===== src/rtl/cpu_bus_port.sv =====
module cpu_bus_port #(
  parameter int NREG = 4,
  parameter int AW   = 8,
  parameter int DW   = 16
) (
  input  logic          clk,
  input  logic          rst_n,
  input  logic          cfg_generic,
  input  logic          cfg_sep_strb,
  input  logic          cfg_a0_mode,
  input  logic          cs_n,
  input  logic          rd_ds_n,
  input  logic          wr_rw,
  input  logic          ale_a0,
  input  logic [AW-1:0] addr_in,
  input  logic [DW-1:0] data_in,
  output logic [DW-1:0] data_out,
  output logic          data_oe,
  input  logic [7:0]    ad_in,
  output logic [7:0]    ad_out,
  output logic          ad_oe,
  output logic          reg_wr,
  output logic          reg_rd,
  output logic [AW-1:0] reg_addr,
  output logic [DW-1:0] reg_wdata
);
  localparam int IW = (NREG > 1) ? $clog2(NREG) : 1;

  logic gen_q, sep_q, a0m_q;
  logic rd_q, wr_q, rd_dat_q, hi;
  logic [AW-1:0] idx;
  logic [7:0] lo_buf;
  logic [DW-1:0] regs [NREG];

  always_ff @(posedge clk)
    if (!rst_n) begin
      gen_q <= cfg_generic;
      sep_q <= cfg_sep_strb;
      a0m_q <= cfg_a0_mode;
    end

  wire sel    = !cs_n;
  wire rd_act = sel && (sep_q ? !rd_ds_n : (!rd_ds_n && wr_rw));
  wire wr_act = sel && (sep_q ? !wr_rw   : (!rd_ds_n && !wr_rw));
  wire wr_go  = wr_act && !wr_q;
  wire rd_go  = rd_act && !rd_q;
  wire rd_end = !rd_act && rd_q;
  wire dat_ph = gen_q || !a0m_q || ale_a0;
  wire idx_ld = !gen_q && sel && (a0m_q ? (wr_go && !ale_a0) : ale_a0);
  wire sw     = !gen_q && wr_go && dat_ph && !idx_ld;

  wire [AW-1:0] acc_addr = gen_q ? addr_in : idx;
  wire          in_rng   = acc_addr < AW'(NREG);
  wire [DW-1:0] rdat     = in_rng ? regs[acc_addr[IW-1:0]] : '0;

  assign reg_addr  = acc_addr;
  assign reg_wdata = gen_q ? data_in : {ad_in, lo_buf};
  assign reg_wr    = gen_q ? wr_go : (sw && hi);
  assign reg_rd    = rd_go && dat_ph && (gen_q || !hi);
  assign data_oe   = gen_q && rd_act;
  assign data_out  = rdat;
  assign ad_oe     = !gen_q && rd_act;
  assign ad_out    = !dat_ph ? idx[7:0] : (hi ? rdat[15:8] : rdat[7:0]);

  always_ff @(posedge clk) begin
    if (!rst_n) begin
      rd_q <= 1'b0; wr_q <= 1'b0; rd_dat_q <= 1'b0; hi <= 1'b0;
      idx <= '0; lo_buf <= '0;
      for (int i = 0; i < NREG; i++) regs[i] <= '0;
    end else begin
      rd_q     <= rd_act;
      wr_q     <= wr_act;
      rd_dat_q <= rd_act && dat_ph;
      if (reg_wr && in_rng) regs[acc_addr[IW-1:0]] <= reg_wdata;
      if (idx_ld) begin
        idx <= AW'(ad_in);
        hi  <= 1'b0;
      end else if (sw) begin
        if (hi) begin
          hi  <= 1'b0;
          idx <= idx + 1'b1;
        end else begin
          lo_buf <= ad_in;
          hi     <= 1'b1;
        end
      end else if (!gen_q && rd_end && rd_dat_q) begin
        hi <= !hi;
        if (hi) idx <= idx + 1'b1;
      end
    end
  end

  AST_MODE_FROZEN: assert property (@(posedge clk) disable iff (!rst_n)
    $past(rst_n) |-> $stable({gen_q, sep_q, a0m_q}));
  AST_OE_NEEDS_CS: assert property (@(posedge clk) disable iff (!rst_n)
    (data_oe || ad_oe) |-> !cs_n);
  AST_SPLIT_DATA_QUIET: assert property (@(posedge clk) disable iff (!rst_n)
    !gen_q |-> !data_oe);
  AST_WR_NEEDS_CS: assert property (@(posedge clk) disable iff (!rst_n)
    reg_wr |-> !cs_n);
  AST_WR_SINGLE: assert property (@(posedge clk) disable iff (!rst_n)
    reg_wr |=> !reg_wr);
  AST_HI_STEPS_INDEX: assert property (@(posedge clk) disable iff (!rst_n)
    (!gen_q && reg_wr) |=> (idx == AW'($past(idx) + 1'b1)) && !hi);
endmodule


===== config.mk =====
export PLATFORM = sky130hd
export DESIGN_NAME = cpu_bus_port
export DESIGN_NICKNAME = d
export VERILOG_FILES = /design/src/rtl/cpu_bus_port.sv
export SDC_FILE = /design/constraint.sdc
export NUM_CORES = 1
export LEC_CHECK = 0
export BUFFER_PORTS_ARGS = -buffer_cell sky130_fd_sc_hd__buf_2
export CELL_PAD_IN_SITES_DETAIL_PLACEMENT = 1
export CELL_PAD_IN_SITES_GLOBAL_PLACEMENT = 2
export CORE_AREA = 4 4 108 135
export DETAILED_ROUTE_END_ITERATION = 8
export DIE_AREA = 0 0 112 139
export PLACE_DENSITY = 0.77
export SLEW_MARGIN = 20
export SYNTH_ARGS = -nofsm -noshare
export SYNTH_HDL_FRONTEND = slang
export SYNTH_SLANG_ARGS = --single-unit

===== constraint.sdc =====
create_clock -name clk -period 3.5 [get_ports clk]
set_input_delay 0.35 -clock clk [delete_from_list [all_inputs] [get_ports clk]]
set_output_delay 0.35 -clock clk [all_outputs]
set_load 0.01 [all_outputs]

[After elaboration in Yosys (flattened, before gate mapping)]
Memory sizes are Yosys's and may differ from the RTL's.
Cells that the tools add are included.
Storage, ports and cells
  register bits: 23
  RAM bits: 64
  input port bits: 41
  output and inout port bits: 52
  logic and storage cells: 79
  memories: 1
Memories
  regs: depth 4, width 16, read ports 1, clocked after memory_dff 0, wr ports 4, line 33  | logic [DW-1:0] regs [NREG];
Operators by class
  add/subtract/negate cells: 1
  order comparisons: 1
  multiplexer cells: 23
  bitwise logic cells: 3
  reduce and logical (&&, ||, !) cells: 41
Operators with widths (number)
  $mux W8: 7
  $mux W16: 3
  $logic_and A1 B1 Y1: 22
  $reduce_or A16 Y1: 1
  $mux W1: 12
  $logic_not A1 Y1: 11
  $add A8 B1 Y8 const B: 1
  $lt A8 B3 Y1 const B: 1
  $logic_or A1 B1 Y1: 3
  $not A1 Y1: 3
  $reduce_and A3 Y1: 1
  $reduce_bool A3 Y1: 1
  $mux W2: 1
  $reduce_bool A2 Y1: 1
  $reduce_or A2 Y1: 1

[Longest topological paths before layout]
Gate-level depths: netlist of the first run.
  word-level depth: 18
  depth in mapped cells: 8

[Worst setup path after synthesis of the first run]
OpenSTA, ideal clock, no wires.
  path type: register to register
  start: reg gen_q
  end: mem regs[1][0], enable pin
  arrival time: 2.492 ns
  path slack: 0.594 ns
  stages on the path, launching flop included: 8
  buffers on the path: 2
  period minus slack after synthesis: 2.906 ns
  path through: edfxtp_1 > buf_2 > buf_2 > nor3_1 > a21oi_1 > and2b_1 > nand2_1 > o31ai_1
RTL lines
  start: declaration: line 29  | logic gen_q, sep_q, a0m_q;
  start signal: assignment: line 37  | gen_q <= cfg_generic;
  end: declaration: line 33

[Final worst setup path of the first run]
  start: reg idx[1]
  end: out data_out[13]
On the way
  cells in the longest elaborated chain, start to end: 3
Ends and longest elaborated chain
  start: declaration: line 31  | logic [AW-1:0] idx;
  start signal: assignment: line 76  | idx <= AW'(ad_in);
  start signal: assignment: line 81  | idx <= idx + 1'b1;
  start signal: assignment: line 88  | if (hi) idx <= idx + 1'b1;
  $mux W8 *: line 52  | wire [AW-1:0] acc_addr = gen_q ? addr_in : idx;
  $lt A8 B3 Y1 / $mem_v2 Z4 W16 (equally long branches)
  $mux W16 *: line 54  | wire [DW-1:0] rdat = in_rng ? regs[acc_addr[IW-1:0]] : '0;
  end: declaration: line 17  | output logic [DW-1:0] data_out,
Every way passes the cells marked *; elsewhere a longest branch is shown, timed or not.

==> metrics.txt, run 1 <==
P&R area growth vs syn 21.12%; fin crit share 0.8897; relative slew slack 0.3261; status finished, final reports clean; PnR worst setup slack between 300 and 400 ps; Yosys top cell by area edfxtp_1; Finish-stage setup viols 0; RSZ-0062 raised after global routing false; worst-path maximum fanout 37; Peak Freq about 0.32 GHz; pre-CTS setup slack 692.2 ps; Starting Density 0.3443; Worst Max-Slew Pin Slew 1009 ps; router iterations before antenna repair 4; Root Driver clkbuf_16; HP Start cfg_sep_strb; cts hold-fix bufs 0; Post-Synthesis Cells between 400 and 500; # resized after CTS 0; Via density 5.346; hold slack ~180 ps; initial antenna violation count 0; total CTS buffers 9; pwr dens 462.9 nW/um^2; clk_lat worst skew roughly 340 ps; crit path from idx[1]$_SDFFE_PN0P_; Lkg Pwr 2.338 nW; detailed placer's ending HPWL about 11 mm; Clock transition at path regs 70 ps; Residual DRC 0; slowest cell on the critical path inv_2; Top-Level Pins just over 90; Worst R2R Path Depth 5; startpoint types flip-flop; Worst setup EP type primary output; routed vias between 3000 and 4000; Max Slew Vio Count 0; worst reg2reg startpoint gen_q$_DFFE_PN_; critical path arrival between 2000 and 3000 ps; Final ANT Viol Nets 0; R2R Setup Slk a little under 800 ps; FF+latch area around 2400 um^2; number of flops mapped to enable cells by yosys 67; Max clock buf depth 2; Core Rows 47; asr flop ratio synth 0; Inserted Diodes 0; CTS Sinks 87; die area ~16000 um^2; core area about 13000 um^2; largest net degree at the start of global routing 38; total of max-cap violations 0; Worst Clk Skew approximately 7.7 ps; port buffer count approximately 90; WL final 15.26 mm; layout net count 571; Crit Path Class flip-flop to primary output; Ys Warns 0; Worst VDD drop 0.2573 mV; Seq/Total Area, Yosys 0.5295; WL/cell 21.65 um; mapped cell area 4556 um^2; Multi-input gate area roughly 2000 um^2; Sum Neg Setup Slack 0 ps; chip height between 100 and 150 um; post-synth top area share 0.4416; Global Route Usage Sum 0.1967; top_reg_cell synth edfxtp_1; cell family with the largest share of critical-path delay buffers and inverters; GP Congestion ~0.84; CP Cell Sequence mux2i_1, inv_2, mux2i_1, and2_1, a211oi_1, buf_2; htree depth 3; most used cell along the critical path mux2i_1; Synth Area per Inst roughly 10 um^2; Synth Register Bits between 80 and 90; max incr delay on CP between 700 and 800 ps; post-synthesis cell type count 45; drt first-iter violations 165; Filler Cell Count between 1500 and 2000; Hold Path Stages 1; worst hold-check path type input pin to flip-flop; number of global-route vias before repair about 4000; grt total ovfl 0; Worst Path Buf+Inv 2; CTS tree yes; min Tclk post-route 3114 ps; CP required around 3200 ps; fraction of layout cells with a size suffix above 1 0.2472; Hold Violations, Final 0; global-route wire length before repair ~23 mm; synth top area cells edfxtp_1, mux2i_1, dfxtp_1, nor2_1, a211oi_1; Chip Width roughly 110 um; Post-Syn Nets between 400 and 500; total setup buffers inserted after CTS 0; Worst path depth 6
[cell usage in the layout, fill, tap and decap left out, types with 2 or more instances in the layout]
master,n
buf_2,92
a211oi_1,16
or4_1,2
o21ai_1,13
mux2_2,6
inv_1,19
nand2_1,24
buf_4,12
nor2_1,84
and2_1,17
and3_1,5
nand3_1,3
edfxtp_1,67
a31oi_1,9
inv_2,2
mux2i_1,57
dfxtp_1,20
o31ai_1,3
nand4_1,7
o21ai_0,12
clkbuf_16,9
o31ai_2,2
clkbuf_1,3
a22oi_1,16
nor4_1,3
or3_1,4
nor2b_1,3
[state kept, by name (all words and copies together), names as in the netlist]
signal    cells
rd_dat_q      1
rd_q          1
gen_q         1
lo_buf        8
sep_q         1
idx           8
hi            1
regs         64
a0m_q         1
wr_q          1
[metal layers]
layer  GRT usage  wire length [um]  up-vias
met5           0                 0        -
met4     0.06329               340        0
met3     0.03492               753       21
met2      0.3639              8222      115
met1      0.2281              5944     1860
li1            -                 -     1773
[power breakdown]
| group | switching [W] | internal [W] |
|---|---|---|
| registers | 0.0000247 | 0.00115 |
| logic | 0.000266 | 0.000153 |
| clock network | 0.000407 | 0.000558 |
[cell type report]
type | count | area share
clock buffer | 12 | 0.04286
clock inverter | 4 | 0.009977
inverter | 21 | 0.01429
multi-input combinational | 306 | 0.3571
sequential | 87 | 0.4372
tap | 171 | 0.03878
timing repair buffer | 104 | 0.09977
[per-stage QoR]
| stage | instances | util | power, W | instance area (um^2) |
|---|---|---|---|---|
| CTS | 705 | 0.4170 | 0.002577 | 5518 |
| finish | 705 | 0.4170 | 0.002554 | 5518 |
| global placement | 689 | 0.3950 | 0.001609 | 5226 |
| detailed placement | 689 | 0.3950 | 0.001615 | 5226 |
| floorplan | 436 | - | 0.001434 | 4556 |
| global route | 705 | 0.4170 | 0.002651 | 5518 |
[cell usage after synthesis (all sizes together), types with 2 or more instances]
library cell / instances
a211oi: 17
a21oi: 2
a22oi: 16
a31oi: 9
and2: 17
and3: 5
buf: 11
clkbuf: 11
dfxtp: 20
edfxtp: 67
inv: 21
mux2: 6
mux2i: 58
nand2: 24
nand3: 3
nand4: 7
nor2: 84
nor2b: 3
nor4: 4
o21ai: 25
o31ai: 5
or2: 2
or3: 4
or4: 2
[path summary, 6_finish.rpt]
path                               end
min                    sep_q$_DFFE_PN_
max reg2reg  regs[2][15]$_SDFFCE_PN0P_
min reg2reg     lo_buf[3]$_SDFFE_PN0P_
max                       data_out[13]
[kinds of logic (layout without fill, tap and decap cells)]
family,count (synthesis),after routing,share of synthesized area
buffers and inverters,43,141,0.04010
AO/OA/AOI/OAI,77,77,0.1118
XOR/XNOR,1,1,0.001923
AND/OR/NAND/NOR,163,163,0.1708
flip-flops,87,87,0.5295
multiplexers,64,64,0.1431
adder cells (fa/ha/maj),1,1,0.002746
No activity file was read; power rests on OpenSTA's default activity.
==> inputs of run 2 (changes only) <==
--- a/config.mk
+++ b/config.mk
@@ -11,7 +11,10 @@
 export CORE_AREA = 4 4 108 135
 export DETAILED_ROUTE_END_ITERATION = 8
 export DIE_AREA = 0 0 112 139
+export MAX_ROUTING_LAYER = met4
 export PLACE_DENSITY = 0.77
+export REMOVE_ABC_BUFFERS = 1
+export SETUP_SLACK_MARGIN = 0.05
 export SLEW_MARGIN = 20
 export SYNTH_ARGS = -nofsm -noshare
 export SYNTH_HDL_FRONTEND = slang
==> run 2 against run 1 <==
Flip-flop and latch count is the same. Clock power down 2.9%. Clock skew down 1.9 ps. Wire length decreased by 2.9%. First-iteration DRC count down 4.8%. Power is 1.2% lower. Utilization is 0.15 points higher. Cell area grew 0.36%. Critical endpoint is now ad_out[4]. Worst setup slack worse by 160 ps. Final cell count up 0.28%. Non-clock buffer count increased by 2.
==> metrics.txt, run 2 (synthesized netlist as in run 1, its figures left out) <==
largest net degree at the start of global routing 25 (-34%); Clock transition at path regs 60 ps (about the same); Chip Width 112 um (unchanged); Via density 5.330 (-0.31%); fraction of layout cells with a size suffix above 1 0.2500 (+0.002809); Layout Cells excl Fill 707 (+0.28%); number of global-route vias before repair 4021 (+0.93%); global-route wire length before repair 22.75 mm (-2.1%); Root Driver clkbuf_16; grt total ovfl 0 (unchanged); Residual DRC 0 (unchanged); detailed placer's ending HPWL 10.73 mm (-6.2%); RSZ-0062 raised after global routing false; Finish-stage setup viols 0 (unchanged); status finished, final reports clean; initial antenna violation count 0 (unchanged); Starting Density 0.3443 (unchanged); Top-Level Pins 93 (unchanged); GP Congestion 0.8012 (-5.1%); Hold Violations, Final 0 (unchanged); total CTS buffers 9 (unchanged); Multi-input gate area 1971 um^2 (unchanged); commonest non-fill, non-tap cell in the layout buf_2; drt first-iter violations 157 (-4.8%); P&R area growth vs syn 21.56%; Worst Clk Skew 5.833 ps (-1.890 ps); layout net count 573 (+0.35%); FF+latch area 2412 um^2 (unchanged); pwr dens 455.9 nW/um^2 (-1.5%); CTS tree yes; die area 15570 um^2 (unchanged); core area 13230 um^2 (unchanged); Largest regs regs x64, idx x8, lo_buf x8; Core Rows 47 (unchanged); router iterations before antenna repair 4 (unchanged); Final ANT Viol Nets 0 (unchanged); critical path arrival 2920 ps (+160 ps); Max Slew Vio Count 0 (unchanged); port buffer count 92 (unchanged); Crit Path Class flip-flop to primary output; register name with the most flops regs; Global Route Usage Sum 0.1970 (+0.0003322); WL final 14.82 mm (-2.9%); total setup buffers inserted after CTS 0 (unchanged); Max clock buf depth 2 (unchanged); CTS Sinks 87 (unchanged); fin crit share 0.9356 (+0.04595); # resized after CTS 0 (unchanged); Inserted Diodes 0 (unchanged); max reg flops 64 (unchanged); worst-path maximum fanout 19 (-49%); most frequent cells in the layout buf_2, nor2_1, edfxtp_1, mux2i_1, nand2_1; Lkg Pwr 2.354 nW (+0.65%); Peak Freq 0.3054 GHz (-4.9%); Worst setup EP type primary output; htree depth 3 (unchanged); clk_lat worst skew 340 ps (about the same); Worst Max-Slew Pin Slew 982.2 ps (-27.12 ps); Filler Cell Count 1520 (+0.60%); relative slew slack 0.3432 (+0.01711); cts hold-fix bufs 0 (unchanged); total of max-cap violations 0 (unchanged); Worst VDD drop 0.2459 mV (-4.4%); startpoint types flip-flop; chip height 139 um (unchanged); worst hold-check path type input pin to flip-flop; routed vias 3768 (-0.027%); placed insts 691 (+0.29%); Sum Neg Setup Slack 0 ps (unchanged); WL/cell 20.96 um (-3.2%); min Tclk post-route 3275 ps (+160.8 ps); CP required 3150 ps (about the same)
## run 2: changes by cell type in the layout (fill, tap and decap cells not counted)
cell | previous run | this run
inv_6 | 1 | 0
clkinv_2 | 0 | 2
buf_12 | 0 | 1
buf_4 | 12 | 13
clkinv_4 | 1 | 0
## run 2: final cells by class
cell class | count | area share
tap | 171 | 0.03864
sequential | 87 | 0.4356
clock buffer | 12 | 0.04270
inverter | 21 | 0.01423
timing repair buffer | 106 | 0.1044
clock inverter | 4 | 0.008586
multi-input combinational | 306 | 0.3559
## run 2: final timing paths
kind / startpoint / end / slack (ps) / cells after the start
worst max-delay path: gen_q$_DFFE_PN_ / ad_out[4] / 230 / 8
worst min-delay path: cfg_a0_mode / a0m_q$_DFFE_PN_ / 180 / 1
worst max register to register: gen_q$_DFFE_PN_ / regs[0][10]$_SDFFCE_PN0P_ / 530 / 7
worst min register to register: lo_buf[2]$_SDFFE_PN0P_ / lo_buf[2]$_SDFFE_PN0P_ / 500 / 2
## run 2: stage by stage
stage	cell area (um^2)	hold WS [ps]	worst slack, ps	utilization	power, W
2_1_floorplan	4452	428.1	-238.9	-	0.001423
3_3_place_gp	5254	474.4	640.2	0.3971	0.001605
3_5_place_dp	5254	486.1	480.0	0.3971	0.001615
4_1_cts	5538	175.9	276.7	0.4185	0.002552
5_1_grt	5538	176.1	78.54	0.4185	0.002636
6_report	5538	182.3	225.3	0.4185	0.002525
## run 2: routing by layer
| layer | global-route usage | vias to the layer above | part of all wire |
|---|---|---|---|
| li1 | - | 1781 | - |
| met3 | 0.03099 | 18 | 0.048 |
| met1 | 0.2371 | 1861 | 0.41 |
| met5 | - | - | 0 |
| met4 | 0.06139 | 0 | 0.020 |
| met2 | 0.3389 | 108 | 0.52 |
## run 2: critical path: stages, from the launching register on
cell and delay, ps:
edfxtp_1 340, buf_4 210, mux2i_2 460, inv_2 250, nor2_1 730, a22oi_1 220
nand2_1 120, o21ai_1 90, buf_2 170
## run 2: where the power goes
group | total (W) | switching [W] | leakage, nW | internal, W
combinational | 0.000420 | 0.000263 | 1.36 | 0.000156
clock | 0.000937 | 0.000386 | 0.137 | 0.000551
sequential | 0.00117 | 0.0000221 | 0.853 | 0.00115
total | 0.00252 | 0.000672 | 2.35 | 0.00185
==> inputs of run 3 (changes only) <==
--- a/config.mk
+++ b/config.mk
@@ -8,9 +8,9 @@
 export BUFFER_PORTS_ARGS = -buffer_cell sky130_fd_sc_hd__buf_2
 export CELL_PAD_IN_SITES_DETAIL_PLACEMENT = 1
 export CELL_PAD_IN_SITES_GLOBAL_PLACEMENT = 2
-export CORE_AREA = 4 4 108 135
+export CORE_AREA = 4 4 153 96
 export DETAILED_ROUTE_END_ITERATION = 8
-export DIE_AREA = 0 0 112 139
+export DIE_AREA = 0 0 157 100
 export MAX_ROUTING_LAYER = met4
 export PLACE_DENSITY = 0.77
 export REMOVE_ABC_BUFFERS = 1
==> run 3 against run 2 <==
Combinational power increased by 2%. Count of clock-buffer cells in the layout decreased by 1. Worst setup slack improved by 96 ps. Sequential share of layout area decreased by 0.59 points. Cell area increased by 1.4%. Largest cell class unchanged. Worst hold slack got worse by 5.0 ps. Clock skew increased by 4.4 ps. First-iteration DRC count increased by 93%.
==> metrics.txt, run 3 (synthesized netlist as in run 1, its figures left out) <==
startpoint types flip-flop; total setup buffers inserted after CTS 0 (unchanged); Residual DRC 0 (unchanged); CP required 3150 ps (about the same); htree depth 3 (unchanged); relative slew slack 0.4556 (+0.1124); Layout Cells excl Fill 721 (+2.0%); Multi-input gate area 1976 um^2 (+0.25%); total CTS buffers 9 (unchanged); max reg flops 64 (unchanged); core area 13340 um^2 (+0.79%); clk_lat worst skew 340 ps (about the same); Starting Density 0.3416 (-0.002713); number of global-route vias before repair 3971 (-1.2%); Filler Cell Count 1524 (+0.26%); worst hold-check path type input pin to flip-flop; min Tclk post-route 3179 ps (-95.95 ps); routed vias 3840 (+1.9%); grt total ovfl 0 (unchanged); worst-path maximum fanout 22 (+3); Worst setup EP type primary output; Via density 5.326 (about the same); drt first-iter violations 303 (+93%); Largest regs regs x64, idx x8, lo_buf x8; Inserted Diodes 0 (unchanged); detailed placer's ending HPWL 11.36 mm (+5.8%); WL final 15.29 mm (+3.2%); Max Slew Vio Count 0 (unchanged); layout net count 583 (+1.7%); status finished, final reports clean; Global Route Usage Sum 0.2066 (+0.009556); WL/cell 21.20 um (+1.1%); Peak Freq 0.3146 GHz (+3.0%); die area 15700 um^2 (+0.85%); initial antenna violation count 0 (unchanged); largest net degree at the start of global routing 23 (-8.0%); placed insts 704 (+1.9%); router iterations before antenna repair 4 (unchanged); CTS Sinks 87 (unchanged); pwr dens 440.4 nW/um^2 (-3.4%); chip height 100 um (-28%); Crit Path Class flip-flop to primary output; P&R area growth vs syn 23.24%; Finish-stage setup viols 0 (unchanged); global-route wire length before repair 23.64 mm (+3.9%); CTS tree yes; Top-Level Pins 93 (unchanged); Max clock buf depth 2 (unchanged); PnR worst setup slack 321.3 ps (+95.95 ps); Root Driver clkbuf_16; Sum Neg Setup Slack 0 ps (unchanged); Chip Width 157 um (+40%); FF+latch area 2412 um^2 (unchanged); most frequent cells in the layout buf_2, nor2_1, edfxtp_1, mux2i_1, nand2_1; RSZ-0062 raised after global routing false; Final ANT Viol Nets 0 (unchanged); fin crit share 0.9082 (-0.02741); Core Rows 33 (-30%); Worst Clk Skew 10.26 ps (+4.431 ps); Worst Max-Slew Pin Slew 814.2 ps (-168.0 ps); Hold Violations, Final 0 (unchanged); Clock transition at path regs 70 ps (about the same); critical path arrival 2830 ps (-90 ps); commonest non-fill, non-tap cell in the layout buf_2; port buffer count 92 (unchanged); Lkg Pwr 2.385 nW (+1.4%); GP Congestion 0.8527 (+6.4%); Worst VDD drop 0.2289 mV (-6.9%); pre-CTS setup slack 582.2 ps (+102.3 ps); register name with the most flops regs; total of max-cap violations 0 (unchanged); fraction of layout cells with a size suffix above 1 0.2674 (+0.01740)
[run 3: cell types whose count changed in the layout (fill, tap and decap cells not counted)]
cell	delta
clkinv_1	+1
buf_8	+1
bufinv_16	-1
clkbuf_1	-1
nor2_2	+2
clkinv_4	+1
clkinvlp_4	+2
clkinv_2	-2
buf_4	+9
nor2_1	-2
[run 3: per-layer routing]
metal / share of wire / track usage
met5: 0 / -
met4: 0.011 / 0.05267
met3: 0.067 / 0.04395
met2: 0.44 / 0.3053
met1: 0.48 / 0.2905
[run 3: cell type report]
class	count	area share
clock buffers	11	0.04145
clock inverters	5	0.006240
inverters	21	0.01404
multi-input cells	306	0.3519
flip-flops and latches	87	0.4297
well taps	175	0.03900
repair buffers	116	0.1177
[run 3: worst max-delay path: stages (launching register included)]
cell,delay (ps)
edfxtp_1,490
buf_4,360
inv_1,150
nand2_1,100
a21o_1,560
or2_1,450
o21ai_1,180
buf_2,170
[run 3: worst paths after layout]
path	slack, ps	cells after the start	to	start
setup / recovery	320	7	ad_out[4]	gen_q$_DFFE_PN_
hold reg to reg	510	2	lo_buf[4]$_SDFFE_PN0P_	lo_buf[4]$_SDFFE_PN0P_
hold / removal	180	1	sep_q$_DFFE_PN_	cfg_sep_strb
setup reg to reg	960	7	regs[1][7]$_SDFFCE_PN0P_	gen_q$_DFFE_PN_
[run 3: per-stage QoR]
stage               hold WS [ps]    util  area, um^2  power (W)
floorplan                  428.1       -        4452   0.001423
global placement           476.8  0.3994        5326   0.001610
detailed placement         497.8  0.3994        5326   0.001619
CTS                        167.5  0.4195        5594   0.002498
global route               168.2  0.4210        5614   0.002588
finish                     177.3  0.4210        5614   0.002473
[run 3: timing repair]
action                     in CTS  in global routing
hold endpoints to repair        0                  0
hold buffers                    0                  0
resized for setup               0                  2
setup endpoints to repair       0                  5
[run 3: power by group]
group	switching, W	internal, W
Combinational	0.000268	0.000161
Sequential	0.0000209	0.00115
Clock	0.000397	0.000480
